### src/rtl/lcd_contrast_pwm.sv
module lcd_contrast_pwm (
  input  logic        clk,
  input  logic        rst_n,
  input  logic        cfg_we,
  input  logic [15:0] cfg_wdata,
  output logic [15:0] cfg_rdata,
  input  logic        line_stb,
  input  logic        pix_stb,
  input  logic        lclk_stb,
  output logic        contrast_pwm
);
  localparam int CW = 8;
  localparam int EN_BIT = 8;
  localparam int SRC_LSB = 9;
  localparam logic [CW-1:0] TOP = '1;
  localparam logic [1:0] SRC_LINE = 2'b00;
  localparam logic [1:0] SRC_PIX  = 2'b01;
  localparam logic [1:0] SRC_LCLK = 2'b10;
  localparam logic [1:0] SRC_NONE = 2'b11;

  logic          en_q, en_d;
  logic [1:0]    src_q, src_d;
  logic [CW-1:0] wid_q, wid_d, act_q, cnt_q;
  logic          tick, wrap;

  assign en_d  = cfg_we ? cfg_wdata[EN_BIT] : en_q;
  assign src_d = cfg_we ? cfg_wdata[SRC_LSB +: 2] : src_q;
  assign wid_d = cfg_we ? cfg_wdata[CW-1:0] : wid_q;

  always_comb begin
    case (src_q)
      SRC_LINE: tick = line_stb;
      SRC_PIX:  tick = pix_stb;
      SRC_LCLK: tick = lclk_stb;
      default:  tick = 1'b0;
    endcase
  end

  assign wrap = en_q && tick && (cnt_q == TOP);

  always_ff @(posedge clk) begin
    if (!rst_n) begin
      en_q  <= 1'b0;
      src_q <= SRC_LINE;
      wid_q <= '0;
      act_q <= '0;
      cnt_q <= '0;
    end else begin
      en_q  <= en_d;
      src_q <= src_d;
      wid_q <= wid_d;
      if (!en_d)
        cnt_q <= '0;
      else if (en_q && tick)
        cnt_q <= cnt_q + 1'b1;
      if (!en_q || !en_d)
        act_q <= wid_d;
      else if (wrap)
        act_q <= wid_q;
    end
  end

  assign cfg_rdata    = {5'b0, src_q, en_q, wid_q};
  assign contrast_pwm = en_q && (src_q != SRC_NONE) && (cnt_q < act_q);

  p_rdback_r2: assert property (@(posedge clk) disable iff (!rst_n)
    cfg_we |=> cfg_rdata == ($past(cfg_wdata) & 16'h07FF));

  p_idle_r3: assert property (@(posedge clk) disable iff (!rst_n)
    !cfg_rdata[EN_BIT] |-> (cnt_q == '0) && !contrast_pwm);

  p_step_r4: assert property (@(posedge clk) disable iff (!rst_n)
    (en_q && tick && !cfg_we) |=> cnt_q == $past(cnt_q) + 1'b1);

  p_hold_r5: assert property (@(posedge clk) disable iff (!rst_n)
    (en_q && src_q == SRC_NONE && !cfg_we) |=> $stable(cnt_q) && !contrast_pwm);

  p_zero_low_r6: assert property (@(posedge clk) disable iff (!rst_n)
    (act_q == '0) |-> !contrast_pwm);

  p_latch_r7: assert property (@(posedge clk) disable iff (!rst_n)
    (en_q && cfg_we && cfg_wdata[EN_BIT] && !wrap) |=> $stable(act_q));
endmodule

### config.mk
export PLATFORM = sky130hd
export DESIGN_NAME = lcd_contrast_pwm
export DESIGN_NICKNAME = d
export VERILOG_FILES = /design/src/rtl/lcd_contrast_pwm.sv
export SDC_FILE = /design/constraint.sdc
export NUM_CORES = 1
export LEC_CHECK = 0
export ABC_AREA = 1
export ABC_CLOCK_PERIOD_IN_PS = 1800
export BUFFER_PORTS_ARGS = -buffer_cell sky130_fd_sc_hd__buf_2
export CORE_MARGIN = 3
export CORE_UTILIZATION = 53
export DETAILED_ROUTE_END_ITERATION = 7
export GPL_TIMING_DRIVEN = 0
export HOLD_SLACK_MARGIN = 0.06
export PLACE_DENSITY = 0.79
export SLEW_MARGIN = 30
export SYNTH_ARGS = -nofsm -noshare
export SYNTH_HDL_FRONTEND = slang
export SYNTH_SLANG_ARGS = --single-unit
### constraint.sdc
create_clock -name clk -period 1.8 [get_ports clk]
set_input_delay 0 -clock clk [delete_from_list [all_inputs] [get_ports clk]]
set_output_delay 0 -clock clk [all_outputs]
set_load 0.005 [all_outputs]
==> summary.txt, run 1 <==
Clocking
  – Clock Latency Late Sink: 0.33 ns
  – Num CTS Buffers: 3
  – Post-CTS Setup Bufs: 0
  – Clock Pin Slew Worst Setup and Hold Paths: 0.15 ns
  – H-tree Lvls: 1
  – CTS root buffer: clkbuf_4
  – CTS tree: built
  – Clock sink count: 27
  – CTS max path bufs: 2

Route
  – Wirelength, routed: 3250 µm
  – 1st-iter DRT viols: 53
  – Drt drc: 0
  – Vias: 1493
  – Via density: 4.83
  – Final ANT Viol Nets: 0
  – Drt first pass iters: 4
  – Routed len/inst: 10.5 µm

Global route
  – Gr busiest metal: met2
  – Tot GR Track Use: 0.200
  – GR Util met3: 0.0468
  – Met1 GRT Util: 0.223
  – Gr ovfl total: 0
  – Met2 Use GR: 0.376
  – Global-route wire length before repair: 5650 µm
  – Largest net degree at the start of global routing: 16
  – Number of antenna violations at the first check in global routing: 0
  – Vias in the first global route: 1415

Setup path
  – Largest stage delay, worst path: 0.55 ns
  – Critical Path AT: 1.91 ns
  – Crit Path Max Fanout: 1
  – CP Class: input port to flip-flop
  – WP data required: 2.04 ns
  – CP most frequent cell: dlygate4sd3_1
  – Startpoint types: input port
  – Crit-path cells: dlygate4sd3_1 > buf_2 > nor2_1 > dlygate4sd3_1 > nor2_1 > dlygate4sd3_1
  – Slowest-stage cell, CP: dlygate4sd3_1
  – CP endpoint kind: flip-flop

Yosys
  – Proportion of synthesized area in mux cells: 0
  – Compound-cell area share of the yosys netlist: 0.163
  – Xor-xnor portion of the synthesized cell area: 0.0165
  – Mapped Cells: 227
  – Yosys reg bits: 27
  – Adder-cell share of the synthesized area: 0.0630
  – Yosys cell types: 27
  – Sequential area share after synthesis: 0.340
  – Simple-gate portion of the synthesized area: 0.270
  – Post-Syn Area: 0.00159 mm²
  – Synth Area per Inst: 6.99 µm²
  – Number of synthesis warnings: 0
  – Largest family of logic cells by synthesized area: simple AND/OR/NAND/NOR gates

Die
  – FP Rows: 19
  – Total die area: 0.00369 mm²
  – Initial Util: 0.566
  – Die Wd: 60.7 µm
  – Ports: 39
  – Core area: 0.00281 mm²
  – Die extent in y: 60.7 µm

Run
  – Max-cap violations: 0

STA
  – Fin Clk Skew: 0.00876 ns
  – Post-route clock period utilization: 0.925
  – Hold Fails Final Rpt: 0
  – RSZ-0062 raised after global routing: no
  – Final slew viol count: 0
  – Fin Hold WS: 0.154 ns
  – F_max: 600 MHz
  – Setup TNS: 0 ns
  – Final setup fails: 0
  – Period minus WS final: 1.67 ns

Layout
  – Area Overhead vs Synth: 24.8%
  – # nets final: 309
  – Share of cells above drive strength 1: 0.252
  – Most frequent cells in the layout: nand2_1 (56), inv_1 (35), buf_2 (28)
  – Commonest non-fill, non-tap cell in the layout: nand2_1
  – N_diodes: 0

Worst hold path
  – Hold Path Class: input port to flip-flop

Pwr
  – Lkg Pwr: 0.942 nW
  – Pwr/cell area: 583 mW/mm²
  – Worst IR Drop VDD: 0.495 mV

Status
  – Status: finished, final reports clean

Placed design
  – Port Buffer Count: 28
  – GP Congestion: 0.845
  – Hpwl dp: 2370 µm
[cells in the mapped netlist]
cell type	instances	area [µm²]
nor2_2	2	12.5
a21oi_1	17	85.1
xor2_1	1	8.76
o21ai_2	6	52.6
buf_1	1	3.75
nand4_1	2	12.5
nor2_1	18	67.6
o211ai_2	1	12.5
nand2_2	2	12.5
nand3_1	11	55.1
or2_4	1	8.76
nand2_1	56	210
o21ai_0	13	65.1
buf_6	2	22.5
ha_1	8	100
nand3_2	1	10.0
inv_1	35	131
dfxtp_1	27	541
a21oi_2	2	17.5
buf_4	7	52.6
nand3_4	1	17.5
xnor2_1	2	17.5
conb_1	1	3.75
inv_2	5	18.8
a21oi_4	1	16.3
nand2_4	2	22.5
o21ai_1	2	10.0
[critical path: cells and delay by family]
family	cells	cell delay [ns]
AND/OR/NAND/NOR	2	0.14
buffers and inverters	4	1.78
[state kept, by name (all words and copies together), names as in the netlist]
name and flops:
src_q 2, wid_q 8, en_q 1, cnt_q 8, act_q 8
[cell type report]
class / instances / area [µm²]
clock inverter: 1 / 5.00
sequential: 27 / 543
tap: 31 / 38.8
inverter: 40 / 150
multi-input combinational: 154 / 853
clock buffer: 3 / 22.5
fill: 240 / 823
buffer: 10 / 78.8
timing repair buffer: 43 / 290
[path summary, 6_finish.rpt]
kind | slack (ns) | from | cells after the start | endpoint
hold reg to reg | 0.50 | act_q[1] | 2 | act_q[1]
setup / recovery | 0.13 | cfg_wdata[9] | 6 | src_q[0]
setup reg to reg | 0.34 | cnt_q[1] | 7 | act_q[2]
hold / removal | 0.15 | cfg_we | 5 | wid_q[7]
[through the flow]
step	std cells	util	instance area (µm²)	setup slack, ns	power [mW]
after global routing	309	0.707	1980	0.0443	1.22
after floorplan	231	-	1600	0.532	0.806
after CTS	309	0.699	1960	0.0313	1.16
final	309	0.707	1980	0.134	1.16
after global placement	290	0.635	1780	0.380	0.864
after detailed placement	290	0.635	1780	0.379	0.869
[what timing repair did]
action,4_1_cts,5_1_grt
gates resized for setup,1,5
hold endpoints to repair,20,0
endpoints found under the setup margin,1,1
hold buffers,15,0
[logic make-up after synthesis]
logic type | after synthesis
buffers and inverters | 50
AO/OA/AOI/OAI | 42
flip-flops | 27
adder cells (fa/ha/maj) | 8
other | 1
AND/OR/NAND/NOR | 96
XOR/XNOR | 3
[layer usage]
metal	part of all wire	wire length [µm]
met1	0.43	1390
met3	0.058	189
met4	0.0095	31
met5	0	0
met2	0.50	1630
[where the power goes]
group	internal (mW)	leakage, nW	total (mW)	switching (mW)
Sequential	0.626	0.222	0.644	0.0187
Combinational	0.114	0.702	0.245	0.130
Clock	0.0836	0.0177	0.267	0.183
Total	0.823	0.942	1.16	0.332
(Power assumes the default switching activity.)
==> run 2, diff against run 1 <==
--- a/config.mk
+++ b/config.mk
@@ -6,14 +6,15 @@
 export NUM_CORES = 1
 export LEC_CHECK = 0
 export ABC_AREA = 1
-export ABC_CLOCK_PERIOD_IN_PS = 1800
+export ABC_CLOCK_PERIOD_IN_PS = 2100
 export BUFFER_PORTS_ARGS = -buffer_cell sky130_fd_sc_hd__buf_2
 export CORE_MARGIN = 3
-export CORE_UTILIZATION = 53
+export CORE_UTILIZATION = 55
+export CTS_BUF_LIST = sky130_fd_sc_hd__clkbuf_4 sky130_fd_sc_hd__clkbuf_8
 export DETAILED_ROUTE_END_ITERATION = 7
 export GPL_TIMING_DRIVEN = 0
 export HOLD_SLACK_MARGIN = 0.06
-export PLACE_DENSITY = 0.79
+export PLACE_DENSITY = 0.82
 export SLEW_MARGIN = 30
 export SYNTH_ARGS = -nofsm -noshare
 export SYNTH_HDL_FRONTEND = slang
==> constraint.sdc (replaced) <==
create_clock -name clk -period 2.1 [get_ports clk]
set_input_delay 0 -clock clk [delete_from_list [all_inputs] [get_ports clk]]
set_output_delay 0 -clock clk [all_outputs]
set_load 0.005 [all_outputs]
==> run 2 against run 1 <==
Power fell by 14%. Sequential share of layout area rose by 0.20 points. Sequential power fell by 14%. Register-to-register slack improved by 0.26 ns. Highest routed layer unchanged.
==> summary.txt, run 2 (synthesis results as in run 1) <==
Status
  – Status: finished, final reports clean

Placed design
  – GP Congestion: 0.810 (-4.1%)
  – Port Buffer Count: 28 (unchanged)
  – Placed cells: 289 (-0.34%)
  – Hpwl dp: 2420 µm (+2.1%)
  – Post-DP Area: 0.00178 mm² (about the same)
  – Post-place setup slack: 0.625 ns (+0.246 ns)

Layout
  – Share of cells above drive strength 1: 0.234 (-0.0180)
  – Regs by FF count: act_q (8), cnt_q (8), wid_q (8)
  – Multi-input logic area: 833 µm² (-2.3%)
  – N_diodes: 0 (unchanged)
  – Design Area, Final: 0.00196 mm² (-1.2%)
  – Non-Filler Instances: 308 (-0.32%)
  – Area Overhead vs Synth: 23.3%
  – Final core area utilization: 0.750 (+0.0430)
  – Fill cells: 217 (-9.6%)
  – FF+latch area: 541 µm² (-0.46%)
  – # nets final: 309 (unchanged)
  – Commonest non-fill, non-tap cell in the layout: nand2_1
  – Most frequent cells in the layout: nand2_1 (56), inv_1 (35), buf_2 (28)

Clocking
  – Clock sink count: 27 (unchanged)
  – CTS max path bufs: 2 (unchanged)
  – Post-CTS Setup Bufs: 0 (unchanged)
  – Clock Latency Late Sink: 0.33 ns (about the same)
  – Num CTS Buffers: 3 (unchanged)
  – Clock Pin Slew Worst Setup and Hold Paths: 0.16 ns (about the same)
  – H-tree Lvls: 1 (unchanged)
  – Post-CTS sizing: 0 (-1)
  – CTS tree: built
  – Hold Buf Count CTS: 15 (unchanged)
  – CTS root buffer: clkbuf_4

Worst hold path
  – Hold Path Class: input port to flip-flop

Global route
  – Largest net degree at the start of global routing: 16 (unchanged)
  – Vias in the first global route: 1457 (+3.0%)
  – Tot GR Track Use: 0.211 (+0.0112)
  – Gr ovfl total: 0 (unchanged)
  – Global-route wire length before repair: 5830 µm (+3.2%)
  – Number of antenna violations at the first check in global routing: 0 (unchanged)

STA
  – Post-route clock period utilization: 0.833
  – Final worst slack: 0.351 ns (+0.216 ns)
  – Worst slew pin tran: 0.513 ns
  – Final setup fails: 0 (unchanged)
  – Setup TNS: 0 ns (unchanged)
  – F_max: 572 MHz
  – RSZ-0062 raised after global routing: no
  – Final slew viol count: 0 (unchanged)
  – Fin Clk Skew: 0.0120 ns (+0.00321 ns)
  – Relative slew slack: 0.658
  – Period minus WS final: 1.75 ns
  – Fin Hold WS: 0.148 ns (-0.00630 ns)
  – Hold Fails Final Rpt: 0 (unchanged)

Setup path
  – WP data required: 2.10 ns (+0.06 ns)
  – Slowest-stage cell, CP: dfxtp_1
  – Crit-path cells: ha_1 > a21oi_1 > nor2_1 > o21ai_0 > nand3_1 > a21oi_1 > buf_2
  – CP most frequent cell: a21oi_1
  – Critical Path AT: 1.75 ns (-0.16 ns)
  – Largest stage delay, worst path: 0.44 ns (-0.11 ns)
  – Crit Path Max Fanout: 5 (+4)
  – Worst path top cell family by delay: compound AO/OA/AOI/OAI gates
  – Startpoint types: flip-flop
  – Buf/Inv on CP: 1 (-3)
  – CP endpoint kind: output port
  – CP Class: flip-flop to output port

Route
  – Drt first pass iters: 4 (unchanged)
  – Wirelength, routed: 3350 µm (+3.1%)
  – Drt drc: 0 (unchanged)
  – Final ANT Viol Nets: 0 (unchanged)
  – Via density: 4.95 (+2.5%)
  – 1st-iter DRT viols: 36 (-32%)
  – Routed len/inst: 10.9 µm (+3.5%)
  – Vias: 1526 (+2.2%)

Die
  – Initial Util: 0.608 (+0.0417)
  – FP Rows: 18 (-1)
  – Die extent in y: 59.7 µm (-1.7%)
  – Core area: 0.00261 mm² (-6.9%)
  – Ports: 39 (unchanged)
  – Total die area: 0.00357 mm² (-3.3%)
  – Die Wd: 59.7 µm (-1.7%)

Pwr
  – Worst IR Drop VDD: 0.455 mV (-8.1%)
  – Lkg Pwr: 0.940 nW (-0.24%)
  – Pwr/cell area: 505 mW/mm² (-13%)
  – Total power: 989 µW (-14%)

Run
  – Max-cap violations: 0 (unchanged)
-- run 2: cell counts in the layout (fill, tap and decap cells not counted) --
No cell type changed its count.
-- run 2: layer usage --
metal	wire (µm)	up-vias	track usage
li1	-	806	-
met1	1540	663	0.255
met2	1580	50	0.375
met3	187	7	0.0259
met4	43	0	0.0823
met5	0	-	0
-- run 2: worst min-delay path, cell delays in order --
cell and delay [ns]:
buf_2 0.09, buf_4 0.20, o21ai_2 0.09, inv_1 0.05, nor2_1 0.03
-- run 2: area by class of cell --
class / instances / share of cell area
clock inverters: 1 / 0.00256
plain buffers: 10 / 0.0403
well taps: 30 / 0.0192
repair buffers: 43 / 0.148
flip-flops and latches: 27 / 0.276
multi-input cells: 154 / 0.426
inverters: 40 / 0.0767
clock buffers: 3 / 0.0115
-- run 2: worst paths after layout --
| path | start | to | slack, ns | cells past startpoint |
|---|---|---|---|---|
| worst max-delay path | cnt_q[5] | contrast_pwm | 0.35 | 7 |
| worst min-delay path | cfg_we | wid_q[4] | 0.15 | 5 |
| worst max register to register | cnt_q[1] | act_q[0] | 0.60 | 7 |
| worst min register to register | act_q[5] | act_q[5] | 0.50 | 2 |
-- run 2: power by group --
group | switching [mW] | internal (mW)
Clock | 0.159 | 0.0715
Sequential | 0.0162 | 0.536
Combinational | 0.110 | 0.0965
